`config.mk`:
```
export PLATFORM = sky130hd
export DESIGN_NAME = decode_redirect_unit
export DESIGN_NICKNAME = d
export VERILOG_FILES = /design/src/rtl/bru_pkg.sv /design/src/rtl/bru_ifid_reg.sv /design/src/rtl/bru_decode.sv /design/src/rtl/bru_hazard.sv /design/src/rtl/decode_redirect_unit.sv
export SDC_FILE = /design/constraint.sdc
export NUM_CORES = 1
export LEC_CHECK = 0
export CAP_MARGIN = 10
export CORE_ASPECT_RATIO = 0.7
export CORE_UTILIZATION = 40
export DETAILED_ROUTE_END_ITERATION = 8
export MAX_ROUTING_LAYER = met4
export PLACE_DENSITY_LB_ADDON = 0.15
export SLEW_MARGIN = 5
export SYNTH_ARGS = -nofsm -noshare
export SYNTH_HDL_FRONTEND = slang
export SYNTH_SLANG_ARGS = --single-unit
```
`constraint.sdc`:
```
create_clock -name clk -period 3.55 [get_ports clk]
set_input_delay 0.71 -clock clk [delete_from_list [all_inputs] [get_ports clk]]
set_output_delay 0.71 -clock clk [all_outputs]
set_load 0.05 [all_outputs]
```
`src/rtl/bru_pkg.sv`:
```
package bru_pkg;

    localparam int unsigned XLEN     = 32;
    localparam int unsigned REG_AW   = 5;
    localparam int unsigned OPC_W    = 6;
    localparam int unsigned IMM_W    = 16;
    localparam int unsigned JFLD_W   = 26;
    localparam int unsigned PC_STEP  = 4;
    localparam int unsigned PAGE_W   = XLEN - JFLD_W - 2;

    localparam logic [OPC_W-1:0] OPC_JUMP  = 6'h02;
    localparam logic [OPC_W-1:0] OPC_CALL  = 6'h03;
    localparam logic [OPC_W-1:0] OPC_BRZ   = 6'h04;
    localparam logic [OPC_W-1:0] OPC_BRNZ  = 6'h05;

    typedef logic [XLEN-1:0] word_t;

    typedef struct packed {
        logic  live;
        word_t instr;
        word_t pc;
    } slot_t;

    typedef struct packed {
        logic              is_cond;
        logic              is_jump;
        logic              on_zero;
        logic [REG_AW-1:0] src;
        word_t             target;
    } bdec_t;

    function automatic word_t sext_imm(input logic [IMM_W-1:0] imm);
        return {{(XLEN-IMM_W){imm[IMM_W-1]}}, imm};
    endfunction

    function automatic word_t seq_pc(input word_t pc);
        return pc + word_t'(PC_STEP);
    endfunction

    function automatic word_t jump_dest(input word_t pc, input logic [JFLD_W-1:0] fld);
        word_t nxt;
        nxt = seq_pc(pc);
        return {nxt[XLEN-1 -: PAGE_W], fld, 2'b00};
    endfunction

endpackage

```
`src/rtl/bru_ifid_reg.sv`:
```
module bru_ifid_reg
    import bru_pkg::*;
(
    input  logic  clk,
    input  logic  rst,
    input  logic  hold,
    input  logic  kill,
    input  word_t d_instr,
    input  word_t d_pc,
    output slot_t q
);

    always_ff @(posedge clk) begin
        if (rst || kill) begin
            q <= '0;
        end else if (!hold) begin
            q <= '{live: 1'b1, instr: d_instr, pc: d_pc};
        end
    end


    kill_empties_chk: assert property (@(posedge clk) disable iff (rst)
        kill |=> (!q.live && q.instr == '0));


    hold_keeps_chk: assert property (@(posedge clk) disable iff (rst)
        (hold && !kill) |=> $stable(q));

endmodule

```
`src/rtl/bru_decode.sv`:
```
module bru_decode
    import bru_pkg::*;
(
    input  slot_t slot,
    output bdec_t dec
);

    logic [OPC_W-1:0] opc;
    word_t            br_tgt;
    word_t            jp_tgt;

    always_comb begin
        opc    = slot.instr[XLEN-1 -: OPC_W];
        br_tgt = slot.pc + sext_imm(slot.instr[IMM_W-1:0]);
        jp_tgt = jump_dest(slot.pc, slot.instr[JFLD_W-1:0]);

        dec.is_cond = slot.live && (opc == OPC_BRZ || opc == OPC_BRNZ);
        dec.is_jump = slot.live && (opc == OPC_JUMP || opc == OPC_CALL);
        dec.on_zero = (opc == OPC_BRZ);
        dec.src     = slot.instr[JFLD_W-1 -: REG_AW];
        dec.target  = dec.is_jump ? jp_tgt : br_tgt;
    end

endmodule

```
`src/rtl/bru_hazard.sv`:
```
module bru_hazard
    import bru_pkg::*;
#(
    parameter int unsigned LOAD_STALL = 2
) (
    input  logic              clk,
    input  logic              rst,
    input  logic              br_live,
    input  logic [REG_AW-1:0] br_src,
    input  logic              ex_wr_en,
    input  logic [REG_AW-1:0] ex_rd,
    input  logic              ex_load,
    output logic              stall_o
);

    localparam int unsigned CW = (LOAD_STALL > 1) ? $clog2(LOAD_STALL) : 1;

    logic          ex_hit;
    logic          ld_hit;
    logic [CW-1:0] extra;

    always_comb begin
        ex_hit  = br_live && ex_wr_en && (ex_rd != '0) && (ex_rd == br_src);
        ld_hit  = ex_hit && ex_load && (extra == '0);
        stall_o = ex_hit || (extra != '0);
    end

    generate
        if (LOAD_STALL > 1) begin : g_ld_extra
            always_ff @(posedge clk) begin
                if (rst) begin
                    extra <= '0;
                end else if (ld_hit) begin
                    extra <= CW'(LOAD_STALL - 1);
                end else if (extra != '0) begin
                    extra <= extra - 1'b1;
                end
            end


            load_second_stall_chk: assert property (@(posedge clk) disable iff (rst)
                ld_hit |=> stall_o);
        end else begin : g_no_extra
            always_comb extra = '0;
        end
    endgenerate


    zero_dest_no_stall_chk: assert property (@(posedge clk) disable iff (rst)
        (extra == '0 && ex_rd == '0) |-> !stall_o);

endmodule

```
`src/rtl/decode_redirect_unit.sv`:
```
module decode_redirect_unit
    import bru_pkg::*;
#(
    parameter int unsigned LOAD_STALL = 2
) (
    input  logic        clk,
    input  logic        rst,
    input  logic        delay_mode,
    input  logic [31:0] fetch_instr,
    input  logic [31:0] fetch_pc,
    input  logic [31:0] rs_val,
    input  logic        ex_wr_en,
    input  logic [4:0]  ex_rd,
    input  logic        ex_load,
    output logic [31:0] id_instr,
    output logic [31:0] id_pc,
    output logic        id_wr_en,
    output logic [31:0] next_pc,
    output logic        redirect,
    output logic        squash,
    output logic        stall_req
);

    slot_t slot;
    bdec_t dec;
    logic  hz_stall;
    logic  cond_met;

    bru_ifid_reg u_ifid (
        .clk     (clk),
        .rst     (rst),
        .hold    (hz_stall),
        .kill    (squash),
        .d_instr (fetch_instr),
        .d_pc    (fetch_pc),
        .q       (slot)
    );

    bru_decode u_dec (
        .slot (slot),
        .dec  (dec)
    );

    bru_hazard #(.LOAD_STALL(LOAD_STALL)) u_hz (
        .clk      (clk),
        .rst      (rst),
        .br_live  (dec.is_cond),
        .br_src   (dec.src),
        .ex_wr_en (ex_wr_en),
        .ex_rd    (ex_rd),
        .ex_load  (ex_load),
        .stall_o  (hz_stall)
    );

    always_comb begin
        cond_met  = dec.is_cond && (dec.on_zero == (rs_val == '0));
        stall_req = hz_stall;
        redirect  = !hz_stall && (dec.is_jump || cond_met);
        squash    = redirect && !delay_mode;
        if (hz_stall) begin
            next_pc = fetch_pc;
        end else if (redirect) begin
            next_pc = dec.target;
        end else begin
            next_pc = seq_pc(fetch_pc);
        end
        id_instr = slot.instr;
        id_pc    = slot.pc;
        id_wr_en = slot.live;
    end


    stall_blocks_redirect_chk: assert property (@(posedge clk) disable iff (rst)
        stall_req |-> (!redirect && !squash && next_pc == fetch_pc));


    delay_no_squash_chk: assert property (@(posedge clk) disable iff (rst)
        (delay_mode && redirect) |=> id_wr_en);


    empty_slot_quiet_chk: assert property (@(posedge clk) disable iff (rst)
        !id_wr_en |-> (!redirect && !stall_req));


    squash_needs_redirect_chk: assert property (@(posedge clk) disable iff (rst)
        squash |-> (redirect && !delay_mode));

endmodule

```
==> impl_metrics.tcl, run 1 <==
set metrics [dict create \
    yosys-top-cells-count "nand2_1 (196), a21oi_1 (130), dfxtp_1 (66)" \
    hold_class "flop to flop" \
    ys_types 69 \
    drt-total-wl_microns 30500 \
    fin_crit_sh 1.09 \
    synth_warnings 0 \
    p_leak_uw 0.00474 \
    clockPowerShare 0.290 \
    final_nets 1350 \
    powerDensity_nw_per_um2 276 \
    synth_xor_area_frac 0.0524 \
    crit_buf_inv 4 \
    port_buffers 205 \
    grt_overflow_total 0 \
    violations "setup timing" \
    cts.reportedPaths.clkPinSlew_ns 0.06 \
    synth-main-ff-cell "dfxtp_1" \
    clock_sinks 66 \
    worst-path-stages 14 \
    synth_top_area_frac 0.233 \
    cts_root_buffer "clkbuf_16" \
    synth_area_leader_cell "dfxtp_1" \
    drive_gt1_frac 0.395 \
    path_delay_family "compound AO/OA/AOI/OAI gates" \
    start_util 0.409 \
    setup-tns-final_ns -3.90 \
    routedWlPerCell_microns 21.7 \
    slew_headroom 0.586 \
    place_hpwl_microns 19900 \
    path_cells "ha_4 > inv_2 > fa_2 > nand2b_4 > a21oi_4 > a21oi_4 > buf_6 > o221ai_4 > a31oi_4 > buf_6 > o31ai_4 > xnor2_1 > o211ai_1 > clkbuf_16" \
    seq_power_share 0.264 \
    status "finished with violations" \
    first_iter_violations 879 \
    synth_area_sq_um 5680 \
    top_level_ports 206 \
    power_switching_uw 1200 \
    dieArea_sq_um 14700 \
    synth_compound_area_frac 0.276 \
    slew_viol_final 0 \
    tightest_slew_ns 0.621 \
    via_per_inst 6.14 \
    synthToLayoutAreaGrowth_pct 104 \
    nFillCells 841 \
    hold_viol_final 0 \
    cts_htree_levels 3 \
    finalClockSkew_ns 0.00826 \
    setup_ws_ns -0.302 \
    cp.required_ns 2.84 \
    antenna_found_initial 0 \
    reg2reg_to "u_ifid.q[13]" \
    criticalPathCategory "flop to output pin" \
    synth_simple_gate_area_frac 0.310 \
    muxShareOfSynthArea 0.00551 \
    power_uw 3200 \
    peakVddDrop_v 0.000238 \
    timing.rr.start "u_ifid.q[60]" \
    p_comb_frac 0.447 \
    dr.pass1.iters 6 \
    max_stage_delay_ns 0.35 \
    async_flop_share 0 \
    grt_pass1_wl_microns 42600 \
    setup_viol 29 \
    avgSynthCellArea_sq_um 6.76 \
    synth_most_common_cell "nand2_1" \
    die_w_microns 144 \
    max_cap_violations 0 \
    r2r_cells 11 \
    whs_ns 0.480 \
    place_congestion 1.01 \
    synth_nets 979 \
    rsz0062_at_grt "true" \
    clk_latency_ns 0.34 \
    cp.arrival_ns 3.14 \
    cts_tree "done" \
    cts_inserted_buffers 9 \
    coreArea_sq_um 13900 \
    holdBufCountCts 0 \
    drc 0 \
    crit_slowest_cell "dfxtp_4" \
    ys_ff_latch 66 \
    synthAdderAreaFrac 0.0740 \
    grt_max_degree 36 \
    syn_inst 840 \
    clk_path_buf_depth 2 \
    vias 8621 \
    antenna_cells 0 \
    rrSetupSlack_ns 0.72 \
    cp-start-kind "flop" \
    fmax_mhz 260 \
    crit_path_end "next_pc[26]" \
    first_global_vias 7793 \
    ant_nets 0 \
    cp-startpoint "u_ifid.q[0]" \
    synth_top_family_by_area "simple AND/OR/NAND/NOR gates" \
    sw_frac_of_total 0.375 \
    gr-usage-all-layers 0.394 \
    worstPathMaxFanout 4 \
    ys_seq_area_frac 0.233 \
    period_needed_ns 3.85 \
    die_h_microns 102 \
    setup.worst_path.end_class "output pin" \
    synth_edf_count 0 \
    core.rowCount 36 \
    synthTopCellsByArea "dfxtp_1 (23%), nand2_1 (13%), a21oi_1 (11%)" \
    power.internal_uw 2000 \
]
layout by cell type (no fill, tap or decap), types with 13 or more instances in the layout:
cell type	instances
dfxtp_1	44
nand3_1	19
xnor2_1	18
o21ai_0	19
buf_4	148
a21oi_1	105
clkdlybuf4s50_1	128
nand4_1	22
buf_12	37
o21ai_1	13
a21oi_2	14
ha_1	21
buf_6	52
nand2_1	187
buf_2	16
dfxtp_2	17
nor2_1	41
state kept, by name, indices dropped and copies added, names as in the netlist:
register    cells
u_hz.extra      1
u_ifid.q       65
layout make-up:
| type | instances | area, sq um | share of cell area |
|---|---|---|---|
| tap | 190 | 238 | 0.0205 |
| clock buffer | 12 | 256 | 0.0222 |
| timing repair buffer | 410 | 4210 | 0.363 |
| multi-input combinational | 714 | 5420 | 0.469 |
| clock inverter | 3 | 40.0 | 0.00346 |
| sequential | 66 | 1360 | 0.118 |
| inverter | 10 | 46.3 | 0.00400 |
worst reg2reg max path, cell delays in order (launching register included):
cell	delay, ns
dfxtp_1	0.38
nor2b_1	0.32
nand2_2	0.14
or4_4	0.62
nand3_4	0.16
buf_6	0.15
nand2_8	0.08
buf_6	0.14
nor2_2	0.19
or2_2	0.22
buf_12	0.21
a21oi_1	0.11
worst min path at each step:
stage | startpoint | end | slack (ns) | depth (start not counted)
floorplan | u_ifid.q[33] | u_ifid.q[33] | 0.55 | 2
global placement | u_ifid.q[58] | u_ifid.q[58] | 0.46 | 2
detailed placement | u_ifid.q[1] | u_ifid.q[1] | 0.47 | 2
CTS | u_ifid.q[1] | u_ifid.q[1] | 0.48 | 2
global route | u_ifid.q[58] | u_ifid.q[58] | 0.50 | 2
finish | u_ifid.q[1] | u_ifid.q[1] | 0.48 | 2
repair_timing:
item,CTS,global route
resized for setup,298,110
cloned,3,0
pin swaps,101,70
endpoints found under the setup margin,34,33
buffers inserted,38,18
logic make-up after synthesis:
group / Yosys count
mux: 3
simple gates: 381
buf+inv: 60
flops: 66
xor+xnor: 34
compound gates: 263
fa+ha+maj: 33
routing by layer:
| layer | global-route usage | up-vias | wire length [microns] |
|---|---|---|---|
| met1 | 0.516 | 4038 | 12100 |
| met3 | 0.0794 | 133 | 3460 |
| met5 | - | - | 0 |
| li1 | - | 3790 | - |
| met4 | 0.104 | 0 | 1250 |
| met2 | 0.614 | 660 | 13700 |
power by group through the flow:
stage	clock, uW	sequential, uW	combinational, uW
5_1_grt	963	847	1490
4_1_cts	928	838	1310
6_report	925	842	1430
2_1_floorplan	0	994	491
3_5_place_dp	0	849	1210
3_3_place_gp	0	848	1200
metrics by stage:
step / setup slack, ns / area [sq um] / utilization / instances
floorplan: -0.235 / 5970 / - / 840
global placement: -0.545 / 9500 / 0.685 / 1337
detailed placement: -0.553 / 9500 / 0.685 / 1337
CTS: -0.301 / 10900 / 0.787 / 1391
global route: -0.417 / 11600 / 0.834 / 1405
finish: -0.302 / 11600 / 0.834 / 1405
Power figures use the tool's default switching activity.
==> run 2, diff against run 1 <==
SKIP_CTS_REPAIR_TIMING = 1   (was default)
clock period = 4.2 ns   (was 3.55 ns; I/O delays follow)
==> run 2 against run 1 <==
  * Highest routed layer unchanged
  * Flip-flop and latch count stayed put
  * First-iteration DRC count is 23% lower
  * Worst hold slack better by 0.0060 ns
  * Setup slack better by 0.29 ns
  * Clock power is 14% lower
  * The flow still finishes with violations (setup timing)
  * Wire length is 20% lower
==> impl_metrics.tcl, run 2 (synthesis results as in run 1) <==
set metrics [dict create \
    status "finished with violations" \
    violations "setup timing" \
    clock_sinks 66 \
    top_regs "u_ifid.q (65), u_hz.extra (1)" \
    grt_max_degree 66 \
    gr-usage-all-layers 0.328 \
    fmax_mhz 237 \
    slew_headroom 0.591 \
    powerDensity_nw_per_um2 261 \
    cp.required_ns 3.36 \
    cp.arrival_ns 3.37 \
    max_cap_violations 0 \
    instances_no_fill 1288 \
    grt_overflow_total 0 \
    synthToLayoutAreaGrowth_pct 67.0 \
    cts_tree "done" \
    coreArea_sq_um 13900 \
    finalClockSkew_ns 0.00617 \
    drc 0 \
    drt-total-wl_microns 24400 \
    via_per_inst 5.80 \
    rsz0062_at_grt "true" \
    pre_cts_ws_ns -0.0836 \
    timing.rr.start "u_ifid.q[63]" \
    final_nets 1231 \
    dieArea_sq_um 14700 \
    rrSetupSlack_ns 1.29 \
    die_w_microns 144 \
    tightest_slew_ns 0.608 \
    crit_buf_inv 3 \
    ant_nets 0 \
    crit_slowest_cell "or4_4" \
    cts_htree_levels 3 \
    setup.worst_path.end_class "output pin" \
    path_cells "clkdlybuf4s50_1 > nor4_2 > nand4_1 > or4_4 > nand2_4 > buf_4 > nand2_2 > or4_4 > nand3_4 > buf_12" \
    dp.cells 1269 \
    path_delay_family "simple AND/OR/NAND/NOR gates" \
    cp-startpoint "rs_val[16]" \
    r2r_cells 10 \
    cp-start-kind "primary input" \
    setup_viol 1 \
    port_buffers 205 \
    crit_path_end "next_pc[31]" \
    peakVddDrop_v 0.000184 \
    antenna_found_initial 1 \
    whs_ns 0.486 \
    final_cell_mix "nand2_1 (195), clkdlybuf4s50_1 (146), a21oi_1 (120), buf_4 (82), dfxtp_1 (62)" \
    worst-path-stages 10 \
    vias 7470 \
    final_util 0.684 \
    criticalPathCategory "primary input to output pin" \
    top_level_ports 206 \
    hold_viol_final 0 \
    cts.reportedPaths.clkPinSlew_ns 0.06 \
    setup_ws_ns -0.0107 \
    place_hpwl_microns 18500 \
    regMostFlops "u_ifid.q" \
    first_iter_violations 675 \
    p_leak_uw 0.00399 \
    hold_class "flop to flop" \
    dr.pass1.iters 6 \
    clk_latency_ns 0.34 \
    routedWlPerCell_microns 18.9 \
    grt_pass1_wl_microns 35900 \
    setup-tns-final_ns -0.0107 \
    core.rowCount 36 \
    cts_root_buffer "clkbuf_16" \
    die_h_microns 102 \
    worstPathMaxFanout 4 \
    period_needed_ns 4.21 \
    largest_reg_flops 65 \
    start_util 0.409 \
    crit_path_frequent_cell "or4_4" \
    place_congestion 1.02 \
    clk_path_buf_depth 2 \
    reg2reg_to "u_ifid.q[45]" \
    cts_inserted_buffers 9 \
    fin_crit_sh 1.00 \
    first_global_vias 6594 \
    layout_commonest_cell "nand2_1" \
    slew_viol_final 0 \
    drive_gt1_frac 0.201 \
    max_stage_delay_ns 0.61 \
]
==> run 2: area by class of cell <==
type                            instances  area, sq um
Multi-Input combinational cell        714         4460
Sequential cell                        66         1330
Antenna cell                            1         2.50
Fill cell                            1239         4390
Clock buffer                           12          256
Tap cell                              190          238
Inverter                               10         43.8
Clock inverter                          4         50.0
Timing Repair Buffer                  291         3110
==> run 2: layer usage <==
layer / global-route usage / vias up / routed length, microns
met5: - / - / 0
met4: 0.0753 / 0 / 427
met3: 0.0667 / 36 / 2560
met2: 0.476 / 389 / 10300
met1: 0.461 / 3495 / 11100
li1: - / 3550 / -
==> run 2: worst min-delay path by stage <==
stage / start / end / slack (ns) / cells past startpoint
2_1_floorplan: u_hz.extra / u_hz.extra / 0.57 / 2
3_3_place_gp: u_ifid.q[58] / u_ifid.q[58] / 0.46 / 2
3_5_place_dp: u_ifid.q[0] / u_ifid.q[0] / 0.46 / 2
4_1_cts: u_ifid.q[0] / u_ifid.q[0] / 0.47 / 2
5_1_grt: u_ifid.q[48] / u_ifid.q[48] / 0.50 / 2
6_report: u_ifid.q[58] / u_ifid.q[58] / 0.49 / 2
==> run 2: worst register-to-register path, stage by stage, from the launching register on <==
cell and delay, ns:
dfxtp_1 0.36, nor4b_4 0.43, nand2_2 0.13, or4_4 0.62, nand3_4 0.18, nand2_4 0.12
buf_4 0.18, nor2_2 0.19, or2_2 0.18, buf_12 0.28, a21oi_1 0.12
==> run 2: stage by stage <==
step	power, uW	area (sq um)
finish	2480	9490
global route	2580	9490
CTS	2440	9020
detailed placement	1650	8720
global placement	1650	8720
floorplan	1230	5730
==> run 2: power breakdown <==
part,switching [uW],total [uW],internal [uW],leakage [uW]
registers,54.1,718,663,0.000551
clock network,302,794,492,0.000145
logic,553,968,415,0.00330
